`src/rtl/sram_ctrl_pkg.sv`:
```
`timescale 1ns/1ps
package sram_ctrl_pkg;

  typedef enum logic [2:0] {
    ST_IDLE,
    ST_WSET,
    ST_WPUL,
    ST_WREC,
    ST_READ,
    ST_TURN
  } ctrl_state_t;

  // Round a nanosecond minimum up to whole clock cycles, never below one.
  function automatic int ns_to_cyc(input int ns, input int period_ns);
    int c;
    c = (ns + period_ns - 1) / period_ns;
    return (c < 1) ? 1 : c;
  endfunction

  function automatic int max2(input int a, input int b);
    return (a > b) ? a : b;
  endfunction

endpackage

```
`src/rtl/sram_phase_timer.sv`:
```
`timescale 1ns/1ps
module sram_phase_timer #(
  parameter int CNT_W = 4
) (
  input  logic             clk,
  input  logic             rst,
  input  logic             load,
  input  logic [CNT_W-1:0] load_val,
  output logic             done
);

  logic [CNT_W-1:0] cnt;

  always_ff @(posedge clk) begin
    if (rst) begin
      cnt <= '0;
    end else if (load) begin
      cnt <= load_val;
    end else if (cnt != '0) begin
      cnt <= cnt - 1'b1;
    end
  end

  assign done = (cnt == '0);

endmodule

```
`src/rtl/sram_ctrl_fsm.sv`:
```
`timescale 1ns/1ps
module sram_ctrl_fsm
  import sram_ctrl_pkg::*;
#(
  parameter int SET_CYC  = 1,
  parameter int PUL_CYC  = 7,
  parameter int REC_CYC  = 1,
  parameter int RD_CYC   = 9,
  parameter int TURN_CYC = 3,
  parameter int CNT_W    = 4
) (
  input  logic             clk,
  input  logic             rst,
  input  logic             req_valid,
  input  logic             req_write,
  output logic             req_ready,
  output logic             take,
  output logic             capture,
  output logic             cs_n,
  output logic             oe_n,
  output logic             we_n,
  output logic             drive,
  output logic             t_load,
  output logic [CNT_W-1:0] t_val,
  input  logic             t_done
);

  localparam logic [CNT_W-1:0] SET_LD  = CNT_W'(SET_CYC - 1);
  localparam logic [CNT_W-1:0] PUL_LD  = CNT_W'(PUL_CYC - 1);
  localparam logic [CNT_W-1:0] REC_LD  = CNT_W'(REC_CYC - 1);
  localparam logic [CNT_W-1:0] RD_LD   = CNT_W'(RD_CYC - 1);
  localparam logic [CNT_W-1:0] TURN_LD = CNT_W'(TURN_CYC - 1);

  ctrl_state_t st;

  assign take    = req_valid && req_ready;
  assign capture = (st == ST_READ) && t_done;

  always_comb begin
    t_load = 1'b0;
    t_val  = '0;
    unique case (st)
      ST_IDLE: if (take) begin
        t_load = 1'b1;
        t_val  = req_write ? SET_LD : RD_LD;
      end
      ST_WSET: if (t_done) begin t_load = 1'b1; t_val = PUL_LD;  end
      ST_WPUL: if (t_done) begin t_load = 1'b1; t_val = REC_LD;  end
      ST_READ: if (t_done) begin t_load = 1'b1; t_val = TURN_LD; end
      default: ;
    endcase
  end

  always_ff @(posedge clk) begin
    if (rst) begin
      st        <= ST_IDLE;
      req_ready <= 1'b1;
      cs_n      <= 1'b1;
      oe_n      <= 1'b1;
      we_n      <= 1'b1;
      drive     <= 1'b0;
    end else begin
      unique case (st)
        ST_IDLE: if (take) begin
          req_ready <= 1'b0;
          cs_n      <= 1'b0;
          if (req_write) begin
            st <= ST_WSET;
          end else begin
            oe_n <= 1'b0;
            st   <= ST_READ;
          end
        end
        ST_WSET: if (t_done) begin
          we_n  <= 1'b0;
          drive <= 1'b1;
          st    <= ST_WPUL;
        end
        ST_WPUL: if (t_done) begin
          we_n  <= 1'b1;
          drive <= 1'b0;
          st    <= ST_WREC;
        end
        ST_WREC: if (t_done) begin
          cs_n      <= 1'b1;
          req_ready <= 1'b1;
          st        <= ST_IDLE;
        end
        ST_READ: if (t_done) begin
          cs_n <= 1'b1;
          oe_n <= 1'b1;
          st   <= ST_TURN;
        end
        ST_TURN: if (t_done) begin
          req_ready <= 1'b1;
          st        <= ST_IDLE;
        end
        default: st <= ST_IDLE;
      endcase
    end
  end


  drive_in_window_chk: assert property (@(posedge clk) disable iff (rst)
    drive |-> (!cs_n && !we_n));


  oe_off_in_write_chk: assert property (@(posedge clk) disable iff (rst)
    !we_n |-> oe_n);


  ready_busy_chk: assert property (@(posedge clk) disable iff (rst)
    !cs_n |-> !req_ready);


  idle_strobes_chk: assert property (@(posedge clk) disable iff (rst)
    req_ready |-> (cs_n && oe_n && we_n && !drive));

endmodule

```
`src/rtl/sram_datapath.sv`:
```
`timescale 1ns/1ps
module sram_datapath #(
  parameter int ADDR_W = 19,
  parameter int DATA_W = 8
) (
  input  logic              clk,
  input  logic              rst,
  input  logic              take,
  input  logic              capture,
  input  logic              cs_n,
  input  logic [ADDR_W-1:0] req_addr,
  input  logic [DATA_W-1:0] req_wdata,
  input  logic [DATA_W-1:0] dq_in,
  output logic [ADDR_W-1:0] mem_addr,
  output logic [DATA_W-1:0] dq_out,
  output logic [DATA_W-1:0] rd_data,
  output logic              rd_valid
);

  always_ff @(posedge clk) begin
    if (rst) begin
      mem_addr <= '0;
      dq_out   <= '0;
      rd_data  <= '0;
      rd_valid <= 1'b0;
    end else begin
      if (take) begin
        mem_addr <= req_addr;
        dq_out   <= req_wdata;
      end
      if (capture) begin
        rd_data <= dq_in;
      end
      rd_valid <= capture;
    end
  end


  rd_valid_pulse_chk: assert property (@(posedge clk) disable iff (rst)
    rd_valid |=> !rd_valid);


  addr_hold_chk: assert property (@(posedge clk) disable iff (rst)
    (!cs_n && !$rose(!cs_n)) |-> ($stable(mem_addr) && $stable(dq_out)));

endmodule

```
`src/rtl/sram_async_ctrl.sv`:
```
`timescale 1ns/1ps
module sram_async_ctrl
  import sram_ctrl_pkg::*;
#(
  parameter int ADDR_W    = 19,
  parameter int DATA_W    = 8,
  parameter int CLK_NS    = 10,
  parameter int RC_NS     = 85,
  parameter int AA_NS     = 85,
  parameter int CO_NS     = 85,
  parameter int OE_NS     = 40,
  parameter int WC_NS     = 85,
  parameter int WP_NS     = 55,
  parameter int CW_NS     = 70,
  parameter int AW_NS     = 70,
  parameter int DW_NS     = 35,
  parameter int AS_NS     = 0,
  parameter int WR_NS     = 0,
  parameter int RELEASE_NS = 25
) (
  input  logic              clk,
  input  logic              rst,
  input  logic              req_valid,
  output logic              req_ready,
  input  logic              req_write,
  input  logic [ADDR_W-1:0] req_addr,
  input  logic [DATA_W-1:0] req_wdata,
  output logic [DATA_W-1:0] rd_data,
  output logic              rd_valid,
  output logic [ADDR_W-1:0] mem_addr,
  output logic              mem_cs_n,
  output logic              mem_oe_n,
  output logic              mem_we_n,
  output logic [DATA_W-1:0] dq_out,
  output logic              dq_drive,
  input  logic [DATA_W-1:0] dq_in
);

  localparam int RD_CYC = max2(max2(ns_to_cyc(RC_NS, CLK_NS), ns_to_cyc(AA_NS, CLK_NS)),
                               max2(ns_to_cyc(CO_NS, CLK_NS), ns_to_cyc(OE_NS, CLK_NS)));
  localparam int SET_CYC = ns_to_cyc(AS_NS, CLK_NS);
  localparam int PUL_CYC = max2(max2(ns_to_cyc(WP_NS, CLK_NS), ns_to_cyc(CW_NS, CLK_NS)),
                                max2(ns_to_cyc(AW_NS, CLK_NS), ns_to_cyc(DW_NS, CLK_NS)));
  localparam int REC_MIN = ns_to_cyc(WC_NS, CLK_NS) - SET_CYC - PUL_CYC;
  localparam int REC_CYC = max2(max2(REC_MIN, 1), ns_to_cyc(WR_NS, CLK_NS));
  localparam int TURN_CYC = ns_to_cyc(RELEASE_NS, CLK_NS);
  localparam int LONGEST  = max2(max2(RD_CYC, PUL_CYC), max2(max2(SET_CYC, REC_CYC), TURN_CYC));
  localparam int CNT_W    = $clog2(LONGEST + 1);

  logic             take;
  logic             capture;
  logic             t_load;
  logic             t_done;
  logic [CNT_W-1:0] t_val;

  sram_phase_timer #(.CNT_W(CNT_W)) u_timer (
    .clk      (clk),
    .rst      (rst),
    .load     (t_load),
    .load_val (t_val),
    .done     (t_done)
  );

  sram_ctrl_fsm #(
    .SET_CYC  (SET_CYC),
    .PUL_CYC  (PUL_CYC),
    .REC_CYC  (REC_CYC),
    .RD_CYC   (RD_CYC),
    .TURN_CYC (TURN_CYC),
    .CNT_W    (CNT_W)
  ) u_fsm (
    .clk       (clk),
    .rst       (rst),
    .req_valid (req_valid),
    .req_write (req_write),
    .req_ready (req_ready),
    .take      (take),
    .capture   (capture),
    .cs_n      (mem_cs_n),
    .oe_n      (mem_oe_n),
    .we_n      (mem_we_n),
    .drive     (dq_drive),
    .t_load    (t_load),
    .t_val     (t_val),
    .t_done    (t_done)
  );

  sram_datapath #(.ADDR_W(ADDR_W), .DATA_W(DATA_W)) u_data (
    .clk       (clk),
    .rst       (rst),
    .take      (take),
    .capture   (capture),
    .cs_n      (mem_cs_n),
    .req_addr  (req_addr),
    .req_wdata (req_wdata),
    .dq_in     (dq_in),
    .mem_addr  (mem_addr),
    .dq_out    (dq_out),
    .rd_data   (rd_data),
    .rd_valid  (rd_valid)
  );


  read_strobes_chk: assert property (@(posedge clk) disable iff (rst)
    !mem_oe_n |-> (!mem_cs_n && mem_we_n));

endmodule

```
`config.mk`:
```
export PLATFORM = sky130hd
export DESIGN_NAME = sram_async_ctrl
export DESIGN_NICKNAME = d
export VERILOG_FILES = /design/src/rtl/sram_ctrl_pkg.sv /design/src/rtl/sram_phase_timer.sv /design/src/rtl/sram_ctrl_fsm.sv /design/src/rtl/sram_datapath.sv /design/src/rtl/sram_async_ctrl.sv
export SDC_FILE = /design/constraint.sdc
export NUM_CORES = 1
export LEC_CHECK = 0
export ABC_AREA = 0
export BUFFER_PORTS_ARGS = -buffer_cell sky130_fd_sc_hd__buf_2
export CELL_PAD_IN_SITES_DETAIL_PLACEMENT = 1
export CELL_PAD_IN_SITES_GLOBAL_PLACEMENT = 1
export CORE_MARGIN = 3
export CORE_UTILIZATION = 25
export CTS_CLUSTER_SIZE = 30
export DETAILED_ROUTE_END_ITERATION = 10
export PLACE_DENSITY_LB_ADDON = 0.1
export SYNTH_ARGS = -nofsm -noshare
export SYNTH_HDL_FRONTEND = slang
export SYNTH_SLANG_ARGS = --single-unit
```
`constraint.sdc`:
```
create_clock -name clk -period 1.75 [get_ports clk]
set_clock_uncertainty 0.15 [all_clocks]
set_input_delay 0.525 -clock clk [delete_from_list [all_inputs] [get_ports clk]]
set_output_delay 0.525 -clock clk [all_outputs]
set_load 0.005 [all_outputs]
```
==> flow_summary.toml <==
[outcome]
status = "completed"

[place]
dpl_worst_slack_ps = -33.6
io_buffers = 79
dp.final_hpwl_mm = 3.96
dpl_cell_area_um2 = 2510
place_congestion = 0.743

[critical_path]
rrSetupSlack_ps = 30
cp-end-kind = "register"
r2r_end = "u_timer.cnt[1]$_SDFFE_PP0P_"
arrival_ps = 1740
path_cells = "inv_2, ha_4, or3b_4, a211o_1, o211ai_2, o31ai_1"
critical_path_class = "reg -> reg"
worstSetupEndpoint = "u_timer.cnt[1]$_SDFFE_PP0P_"
cp_num_cells = 6
ff2ff_path_depth = 6
path_max_fanout = 7
slowest_delay_ps = 420
critPathLaunch = "u_timer.cnt[1]$_SDFFE_PP0P_"
critPathLaunchType = "register"
slowest_stage = "or3b_4"
crit_family = "compound AO/OA/AOI/OAI gates"
timing.rr.start = "u_timer.cnt[1]$_SDFFE_PP0P_"
cp.required_ps = 1770
path_buf_inv = 1

[die]
core_area_um2 = 7410
rows = 31
initial_utilization_pct = 26.2
die_h_um = 94.1
die-area_um2 = 8860
ioPinCount = 80
die_w_um = 94.1

[routing]
drt_first_pass_iters = 4
vias_per_cell = 4.46
ant_nets = 0
route.detailed.drc = 0
routed_wl_mm = 5.50
drt_iter0_markers = 34
vias = 1855
wl_per_cell_um = 13.2

[layout]
drive_gt1_share_pct = 36.0
fin_util_pct = 35.5
n_fill_cell = 909
fin_area_um2 = 2630
n_antenna_cell = 0
synthToLayoutAreaGrowth_pct = 35.7
nets = 356

[synth]
synth_cells = 233
synthTopCellsByArea = "dfxtp_1, nand2_1, a21oi_1"
synth_common_cells = "nand2_1, dfxtp_1, a21oi_1"
netlist_area_um2 = 1940
synth_edf_count = 0
ys_warn_count = 0
synth_top_area_share_pct = 49.5
async_reset_ff_share_pct = 0
synth_nets = 273
ys_seq_area_share_pct = 49.5
synth.most_common_cell = "nand2_1"
yosysTopAreaCell = "dfxtp_1"
ys_ff_latch = 48
synth_area_per_cell_um2 = 8.33
synth_ff_type = "dfxtp_1"
synthDistinctLibCells = 39

[pwr]
ir_drop_mv = 0.371
p_sw_mw = 1.38
p_leak_nw = 1.26
power_frac_clock_pct = 17.4
intPower_mw = 2.37
seqPwrFrac_pct = 40.6
combPwrFrac_pct = 42.1
powerDensity_nw_per_um2 = 1430
swShare_pct = 36.8

[timing]
hold_ws_ps = 306
setup_viol = 0
hold_viol = 0
finalMaxSlewViolations = 0
finalCritPeriodShare_pct = 98.1
setup_slack_ps = 33.4
slew_headroom_pct = 70.8
min_period_ps = 1720
worst_slew_pin_slew_ps = 437
max_freq_mhz = 583
rsz0062_at_grt = "yes"

[clock_network]
cts_max_path_buffers = 2
postCtsHoldBufs = 0
cts_tree = "built"
h-tree-depth = 2
root_buffer = "clkbuf_8"
clock-sinks = 48
clkLatencyLatePin_ps = 290
cts_buffers = 5
cts.clk_slew.worst_paths_ps = 90

[global_routing]
grt_pass1_wl_mm = 8.88
overflow = 0
grt_usage_pct = 12.4
grt_pass1_vias = 1867
antenna_found_initial = 0
grt_max_degree = 42

[run]
cap_violations = 0

[min_path]
worstHoldPathCells = 2
hp-class = "reg -> reg"
==> cell type report <==
cell class | instances | area [um^2] | share of cell area (%)
inverters | 4 | 15.0 | 0.570
multi-input cells | 162 | 901 | 34.2
clock buffers | 7 | 76.3 | 2.90
clock inverters | 1 | 8.76 | 0.333
well taps | 99 | 124 | 4.71
repair buffers | 95 | 544 | 20.7
flip-flops and latches | 48 | 963 | 36.6
==> tightest hold or removal path, delay by kind of cell, from the launching register on <==
kind,cells,cell delay (ps)
AO/OA/AOI/OAI,1,50
AND/OR/NAND/NOR,1,50
flip-flops,1,320
==> sequential cells by signal, summed over array words and instances (netlist names) <==
signal and flops:
u_fsm.cs_n 1, u_fsm.st 3, u_fsm.req_ready 1, u_data.rd_data 8
u_data.mem_addr 19, u_data.rd_valid 1, u_data.dq_out 8, u_fsm.oe_n 1
u_timer.cnt 4, u_fsm.we_n 1, u_fsm.drive 1
==> power groups by stage <==
stage,Clock (mW),Sequential (mW),Combinational (mW)
6_report,0.652,1.53,1.58
3_5_place_dp,0,1.54,1.54
2_1_floorplan,0,1.45,1.06
5_1_grt,0.740,1.56,1.77
4_1_cts,0.700,1.51,1.57
3_3_place_gp,0,1.53,1.55
==> cells in the final DEF, fill, tap and decap left out, types with 4 or more instances in the layout <==
cell type	netlist	layout
buf_2	9	79
o21ai_0	7	7
nor2_1	14	14
a21oi_1	31	31
nand3_1	5	5
mux2i_1	8	8
buf_4	0	13
nor3_1	4	4
clkbuf_8	0	5
nand2_1	60	60
dfxtp_1	48	46
==> worst min-delay path by stage <==
stage	startpoint	end	slack, ps
finish	u_data.mem_addr[16]$_SDFFE_PP0P_	u_data.mem_addr[16]$_SDFFE_PP0P_	310
global route	dq_in[7]	u_data.rd_data[7]$_SDFFE_PP0N_	300
CTS	req_wdata[6]	u_data.dq_out[6]$_SDFFE_PP0P_	300
detailed placement	u_data.dq_out[1]$_SDFFE_PP0P_	u_data.dq_out[1]$_SDFFE_PP0P_	300
global placement	u_data.mem_addr[17]$_SDFFE_PP0P_	u_data.mem_addr[17]$_SDFFE_PP0P_	290
floorplan	u_data.dq_out[0]$_SDFFE_PP0P_	u_data.dq_out[0]$_SDFFE_PP0P_	300
==> layer usage <==
layer / global-route usage (%) / share of wire (%) / up-vias
li1: - / - / 948
met1: 15.6 / 46 / 859
met2: 20.2 / 46 / 46
met3: 4.65 / 7.0 / 2
met4: 2.89 / 0.51 / 0
met5: 0 / 0 / -
==> repair_timing <==
action	CTS	global route
buffers inserted	0	0
hold endpoints to repair	0	0
setup endpoints to repair	2	16
pin swaps	0	2
resized for setup	1	9
==> logic make-up after synthesis <==
family	synth area share [%]
AOI/OAI and AO/OA	16.6
xor gates and xnor gates	1.81
adders and majority gates	0.645
buffers and inverters	5.42
DFF	49.5
muxes	4.13
and+or+nand+nor	21.9
==> metrics by stage <==
step,std cells,TNS [ps],power (mW)
after floorplan,233,0,2.51
after global placement,408,0,3.08
after detailed placement,408,-54.4,3.08
after CTS,416,0,3.79
after global routing,416,-23.2,4.07
final,416,0,3.76
(Power assumes the default switching activity.)
